===== config.mk =====
export PLATFORM = sky130hd
export DESIGN_NAME = boot_overlay_decoder
export DESIGN_NICKNAME = d
export VERILOG_FILES = /design/src/rtl/bovl_pkg.sv /design/src/rtl/bovl_ctrl_latch.sv /design/src/rtl/bovl_io_decode.sv /design/src/rtl/bovl_mem_decode.sv /design/src/rtl/boot_overlay_decoder.sv
export SDC_FILE = /design/constraint.sdc
export NUM_CORES = 1
export LEC_CHECK = 0
export BUFFER_PORTS_ARGS = -buffer_cell sky130_fd_sc_hd__buf_2
export CAP_MARGIN = 25
export CORE_MARGIN = 3
export CORE_UTILIZATION = 41
export DETAILED_ROUTE_END_ITERATION = 10
export GPL_TIMING_DRIVEN = 0
export PLACE_DENSITY = 0.94
export SYNTH_ARGS = -nofsm -noshare
export SYNTH_HDL_FRONTEND = slang
export SYNTH_SLANG_ARGS = --single-unit

===== constraint.sdc =====
create_clock -name clk -period 2.4 [get_ports clk]
set_clock_uncertainty 0.2 [all_clocks]
set_input_delay 0.36 -clock clk [delete_from_list [all_inputs] [get_ports clk]]
set_output_delay 0.36 -clock clk [all_outputs]
set_load 0.03 [all_outputs]

===== src/rtl/bovl_pkg.sv =====
package bovl_pkg;

  typedef enum logic [1:0] {
    OVL_DUAL = 2'd0,
    OVL_HIGH = 2'd1,
    OVL_OFF  = 2'd2
  } ovl_mode_e;

  typedef struct packed {
    logic ram;
    logic boot;
    logic mon;
    logic miss;
  } mem_sel_t;

  typedef struct packed {
    logic tmr;
    logic con_main;
    logic con_alt;
    logic miss;
    logic ctrl_wr;
  } io_sel_t;

  function automatic logic in_win(input logic [31:0] a,
                                  input int unsigned lo,
                                  input int unsigned span);
    return (a >= lo) && (a < lo + span);
  endfunction

  function automatic ovl_mode_e ovl_mode(input logic boot_n, input logic su_n);
    if (boot_n)     return OVL_OFF;
    else if (su_n)  return OVL_HIGH;
    else            return OVL_DUAL;
  endfunction

endpackage


===== src/rtl/bovl_ctrl_latch.sv =====
module bovl_ctrl_latch #(
  parameter int LATCH_BITS = 8,
  localparam int IDX_W = $clog2(LATCH_BITS)
) (
  input  logic                  clk,
  input  logic                  rst,
  input  logic                  wr_en,
  input  logic [IDX_W:0]        wr_data,
  output logic [LATCH_BITS-1:0] q
);

  logic [IDX_W-1:0] tgt_idx;
  logic             tgt_val;

  // Both fields of the control byte arrive inverted.
  assign tgt_idx = ~wr_data[IDX_W-1:0];
  assign tgt_val = ~wr_data[IDX_W];

  for (genvar i = 0; i < LATCH_BITS; i++) begin : g_bit
    always_ff @(posedge clk) begin
      if (rst)
        q[i] <= 1'b0;
      else if (wr_en && (tgt_idx == IDX_W'(i)))
        q[i] <= tgt_val;
    end
  end

endmodule


===== src/rtl/bovl_io_decode.sv =====
module bovl_io_decode
  import bovl_pkg::*;
#(
  parameter int          IO_W       = 8,
  parameter int unsigned TMR_BASE   = 'hF0,
  parameter int unsigned TMR_SPAN   = 4,
  parameter int unsigned CONA_BASE  = 'hF4,
  parameter int unsigned CONB_BASE  = 'hF6,
  parameter int unsigned CON_SPAN   = 2,
  parameter int unsigned CTRL_PORT  = 'hFF
) (
  input  logic            req,
  input  logic            we,
  input  logic [IO_W-1:0] addr,
  output io_sel_t         sel
);

  logic [31:0] a32;
  logic        hit_tmr, hit_a, hit_b, hit_ctrl;

  always_comb begin
    a32      = 32'(addr);
    hit_tmr  = in_win(a32, TMR_BASE,  TMR_SPAN);
    hit_a    = in_win(a32, CONA_BASE, CON_SPAN);
    hit_b    = in_win(a32, CONB_BASE, CON_SPAN);
    // The control port exists for writes only.
    hit_ctrl = we && (a32 == CTRL_PORT);

    sel.tmr      = req && hit_tmr;
    sel.con_main = req && hit_a;
    sel.con_alt  = req && hit_b;
    sel.ctrl_wr  = req && hit_ctrl;
    sel.miss     = req && !(hit_tmr || hit_a || hit_b || hit_ctrl);
  end

endmodule


===== src/rtl/bovl_mem_decode.sv =====
module bovl_mem_decode
  import bovl_pkg::*;
#(
  parameter int          ADDR_W      = 16,
  parameter int          ROM_AW      = 12,
  parameter int unsigned BOOT_SIZE   = 'h800,
  parameter int unsigned BOOT_LO     = 'h0000,
  parameter int unsigned BOOT_HI     = 'hE800,
  parameter int unsigned MON_BASE    = 'hF800,
  parameter int unsigned MON_OFS     = 'h800,
  parameter int unsigned RAM_SMALL   = 'h8000,
  parameter bit          RAM_FULL    = 1'b0,
  localparam int         OFS_W       = $clog2(BOOT_SIZE)
) (
  input  logic              req,
  input  logic [ADDR_W-1:0] addr,
  input  logic              boot_n,
  input  logic              su_n,
  output mem_sel_t          sel,
  output logic [ROM_AW-1:0] rom_addr
);

  logic [31:0] a32;
  logic        in_lo, in_hi, in_mon, boot_hit, ram_area;
  ovl_mode_e   mode;
  logic [ROM_AW-1:0] ofs;

  assign a32 = 32'(addr);
  assign ofs = ROM_AW'(addr[OFS_W-1:0]);

  if (RAM_FULL) begin : g_ram_full
    assign ram_area = 1'b1;
  end else begin : g_ram_small
    assign ram_area = in_win(a32, 0, RAM_SMALL);
  end

  always_comb begin
    in_lo  = in_win(a32, BOOT_LO, BOOT_SIZE);
    in_hi  = in_win(a32, BOOT_HI, BOOT_SIZE);
    in_mon = in_win(a32, MON_BASE, BOOT_SIZE);
    mode   = ovl_mode(boot_n, su_n);
    unique case (mode)
      OVL_DUAL: boot_hit = in_lo || in_hi;
      OVL_HIGH: boot_hit = in_hi;
      default:  boot_hit = 1'b0;
    endcase

    // Priority: monitor, then overlay, then RAM underneath.
    sel.mon  = req && in_mon;
    sel.boot = req && !in_mon && boot_hit;
    sel.ram  = req && !in_mon && !boot_hit && ram_area;
    sel.miss = req && !in_mon && !boot_hit && !ram_area;

    if (sel.mon)       rom_addr = ROM_AW'(MON_OFS) + ofs;
    else if (sel.boot) rom_addr = ofs;
    else               rom_addr = '0;
  end

endmodule


===== src/rtl/boot_overlay_decoder.sv =====
module boot_overlay_decoder
  import bovl_pkg::*;
#(
  parameter int          ADDR_W     = 16,
  parameter int          IO_W       = 8,
  parameter int          DATA_W     = 8,
  parameter int          ROM_AW     = 12,
  parameter int          LATCH_BITS = 8,
  parameter int          BOOT_BIT   = 3,
  parameter int          START_BIT  = 5,
  parameter bit          RAM_FULL   = 1'b0,
  parameter int unsigned CTRL_PORT  = 'hFF,
  parameter int unsigned FILL_VALUE = 'h00
) (
  input  logic                         clk,
  input  logic                         rst,
  input  logic                         mem_req,
  input  logic [ADDR_W-1:0]            mem_addr,
  input  logic                         io_req,
  input  logic                         io_we,
  input  logic [IO_W-1:0]              io_addr,
  input  logic [$clog2(LATCH_BITS):0]  ctrl_wdata,
  output logic                         sel_ram,
  output logic                         sel_boot,
  output logic                         sel_mon,
  output logic                         mem_miss,
  output logic [ROM_AW-1:0]            rom_addr,
  output logic                         sel_timer,
  output logic                         sel_con_main,
  output logic                         sel_con_alt,
  output logic                         io_miss,
  output logic                         void_hit,
  output logic [DATA_W-1:0]            void_data,
  output logic                         boot_sel_n,
  output logic                         startup_n,
  output logic [LATCH_BITS-1:0]        latch_q
);

  mem_sel_t msel;
  io_sel_t  isel;

  bovl_ctrl_latch #(.LATCH_BITS(LATCH_BITS)) u_latch (
    .clk     (clk),
    .rst     (rst),
    .wr_en   (isel.ctrl_wr),
    .wr_data (ctrl_wdata),
    .q       (latch_q)
  );

  assign boot_sel_n = latch_q[BOOT_BIT];
  assign startup_n  = latch_q[START_BIT];

  bovl_io_decode #(.IO_W(IO_W), .CTRL_PORT(CTRL_PORT)) u_io (
    .req  (io_req),
    .we   (io_we),
    .addr (io_addr),
    .sel  (isel)
  );

  bovl_mem_decode #(
    .ADDR_W   (ADDR_W),
    .ROM_AW   (ROM_AW),
    .RAM_FULL (RAM_FULL)
  ) u_mem (
    .req      (mem_req),
    .addr     (mem_addr),
    .boot_n   (boot_sel_n),
    .su_n     (startup_n),
    .sel      (msel),
    .rom_addr (rom_addr)
  );

  assign sel_ram      = msel.ram;
  assign sel_boot     = msel.boot;
  assign sel_mon      = msel.mon;
  assign mem_miss     = msel.miss;
  assign sel_timer    = isel.tmr;
  assign sel_con_main = isel.con_main;
  assign sel_con_alt  = isel.con_alt;
  assign io_miss      = isel.miss;
  assign void_hit     = msel.miss || isel.miss;
  assign void_data    = void_hit ? DATA_W'(FILL_VALUE) : '0;

endmodule


==> impl_metrics.env <==
export IMPL_netlist_top_cells_count="nand2_1 (13), buf_4 (11), nand4_1 (10), nor3_2 (10), nand2b_1 (9)"
export IMPL_drcViolationCount=0
export IMPL_synthDominantCellAreaShare=0.1891
export IMPL_synth_edff_count=0
export IMPL_status="finished, final reports clean"
export IMPL_regMostFlops="u_latch.q"
export IMPL_wl_per_cell_microns=11.94
export IMPL_cts_root_buf="clkbuf_4"
export IMPL_nNetsFinal=217
export IMPL_cts_hold_buf=0
export IMPL_cts_resized=0
export IMPL_critPathArrivalTime_ns=1.79
export IMPL_slowest_stage="or4_4"
export IMPL_required_ns=1.84
export IMPL_die_w_microns=51.46
export IMPL_syn_area_sq_um=847.1
export IMPL_grt_busiest_layer="met2"
export IMPL_synth_most_common_cell="nand2_1"
export IMPL_clock_latency_ns=0.25
export IMPL_first_pass_iters=4
export IMPL_final_design_area_no_fill_sq_um=1255
export IMPL_reg2reg_to="u_latch.q[5]"
export IMPL_first_iter_violations=20
export IMPL_drive_gt1_frac=0.5165
export IMPL_met3_usage=0.02332
export IMPL_maxSlewViolCount=0
export IMPL_p_leak_nw=0.6948
export IMPL_syn_inst=109
export IMPL_cellInternalPower_w=0.0002433
export IMPL_gp_congestion=0.7526
export IMPL_fin_cells=207
export IMPL_whs_path_depth=3
export IMPL_track_usage=0.1920
export IMPL_dp_hpwl_mm=2.056
export IMPL_routed_wl_mm=2.471
export IMPL_fmax_ghz=0.4253
export IMPL_met1_usage=0.2211
export IMPL_setup_viol=0
export IMPL_ant_nets=0
export IMPL_initial_core_util=0.4605
export IMPL_pin_count=72
export IMPL_rsz0062_at_grt="false"
export IMPL_clock_sinks=8
export IMPL_cts_tree="built"
export IMPL_reg2regPathDepth=2
export IMPL_synth_seq_cells=8
export IMPL_core_sq_um=1839
export IMPL_n_antenna_cell=0
export IMPL_critPathKind="in -> out"
export IMPL_grt_pass1_vias=940
export IMPL_ys_types=31
export IMPL_grt_max_degree=11
export IMPL_dr_total_vias=1006
export IMPL_synth_area_top_cells="dfxtp_1 (19%), nor3_2 (12%), buf_4 (9.7%)"
export IMPL_setup_tns_ns=0
export IMPL_reg_top3="u_latch.q (8)"
export IMPL_multi_input_comb_area_sq_um=600.6
export IMPL_cp_start_kind="primary input"
export IMPL_yosysWarnings=0
export IMPL_die_area_sq_um=2648
export IMPL_grt_overflow=0
export IMPL_rows=15
export IMPL_dpl_cell_area_sq_um=1232
export IMPL_postCtsSetupBuffers=0
export IMPL_power_density_nw_per_um2=294.9
export IMPL_synthArstFlopShare=0
export IMPL_fp_dieH_microns=51.46
export IMPL_p_switching_w=0.0001267
export IMPL_cts_htree_levels=1
export IMPL_cts_made_buffers=3
export IMPL_avgSynthCellArea_sq_um=7.771
export IMPL_largest_reg_flops=8
export IMPL_hold_slack_ns=0.2602
export IMPL_critPathCaptureType="primary output"
export IMPL_antenna_found_initial=0
export IMPL_drv_cap=0
export IMPL_post_route_min_period_ns=2.351
export IMPL_cp_max_fo=10
export IMPL_clk_path_buf_depth=2
export IMPL_grt_pass1_wl_mm=4.008
export IMPL_fillerInstances=158
export IMPL_portBuffers=63
export IMPL_ys_flop_type="dfxtp_1"
export IMPL_grtUsageMet2=0.3644
export IMPL_peakVddDrop_v=0.0003487
export IMPL_path_cells="buf_2, or4_4, o21a_1, buf_6, nor3_2, buf_2"
export IMPL_r2r_slack_ns=1.50
export IMPL_dp_cells=204
export IMPL_area_growth_pct=48.15
export IMPL_reg2reg_from="u_latch.q[5]"
export IMPL_swShare=0.3424
export IMPL_min_delay_path_class="in -> reg"
export IMPL_min_to="u_latch.q[3]"
export IMPL_clkTransAtPathRegs_ns=0.05
export IMPL_ff_latch_area_sq_um=160.2
export IMPL_crit_top_cell="buf_2"
export IMPL_comb_power_share=0.371
export IMPL_period_share=0.9796
export IMPL_clkPwrFrac=0.269
export IMPL_hold_viol=0
export IMPL_hold_start="rst"
export IMPL_cp_slowest_stage_delay_ns=0.53
export IMPL_ys_seq_area_frac=0.1891
export IMPL_detail_route_vias_per_cell=4.860
export IMPL_p_seq_frac=0.359
export IMPL_yosys_area_top_type="dfxtp_1"
-- layer usage --
metal,routed length (microns),vias up,part of all wire
met4,17,0,0.0069
met5,0,-,0
li1,-,520,-
met1,951,447,0.38
met2,1331,37,0.54
met3,171,2,0.069
-- worst max path at each step --
stage                            start  slack [ns]  depth (start not counted)      endpoint
final                     mem_addr[14]        0.05                          6   rom_addr[6]
after global routing      mem_addr[14]        0.02                          6   rom_addr[6]
after CTS                 mem_addr[14]        0.05                          6   rom_addr[6]
after detailed placement  mem_addr[14]        0.05                          6   rom_addr[6]
after global placement    mem_addr[14]        0.10                          6  rom_addr[10]
after floorplan           mem_addr[14]        0.05                          3   rom_addr[0]
-- worst max-delay path, delay by kind of cell --
kind | cells | cell delay (ns)
AND/OR/NAND/NOR | 2 | 0.72
buffers and inverters | 3 | 0.49
AO/OA/AOI/OAI | 1 | 0.20
-- power groups by stage --
stage               combinational (W)  sequential [W]  clock [W]
finish                       0.000137        0.000133  0.0000997
global route                 0.000150        0.000133   0.000112
CTS                          0.000136        0.000133   0.000103
detailed placement           0.000136        0.000136          0
global placement             0.000131        0.000136          0
floorplan                   0.0000869        0.000136          0
-- placed cells by master (no fill, tap or decap), drive strengths merged, types with 2 or more instances in the layout --
| cell | count |
|---|---|
| mux2i | 8 |
| a21oi | 2 |
| clkbuf | 6 |
| o21ai | 2 |
| conb | 8 |
| buf | 78 |
| and3b | 3 |
| nand2b | 9 |
| nor2 | 3 |
| nor3b | 3 |
| nand2 | 13 |
| inv | 2 |
| and3 | 2 |
| o21a | 2 |
| dfxtp | 8 |
| nor3 | 13 |
| and4 | 3 |
| nand4 | 10 |
-- stage by stage --
| stage | power [W] | worst slack (ns) | utilization |
|---|---|---|---|
| 6_report | 0.0003700 | 0.04889 | 0.6823 |
| 4_1_cts | 0.0003720 | 0.05091 | 0.6823 |
| 2_1_floorplan | 0.0002227 | 0.05338 | - |
| 5_1_grt | 0.0003945 | 0.01901 | 0.6823 |
| 3_5_place_dp | 0.0002713 | 0.05346 | 0.6701 |
| 3_3_place_gp | 0.0002668 | 0.1039 | 0.6701 |
-- logic make-up (layout without fill, tap and decap cells) --
family	after synthesis	in the layout	share of synthesized area
other	1	8	0.004427
flip-flops	8	8	0.1891
multiplexers	8	8	0.09454
AO/OA/AOI/OAI	8	8	0.06203
AND/OR/NAND/NOR	64	64	0.5022
buffers and inverters	20	86	0.1477
-- layout make-up --
cell class                 count  area share
timing repair buffer          63      0.2512
inverter                       2    0.005982
multi-input combinational     88      0.4786
buffer                        18     0.09372
sequential                     8      0.1276
tap                           25     0.02493
clock buffer                   3     0.01795
Power figures use the tool's default switching activity.
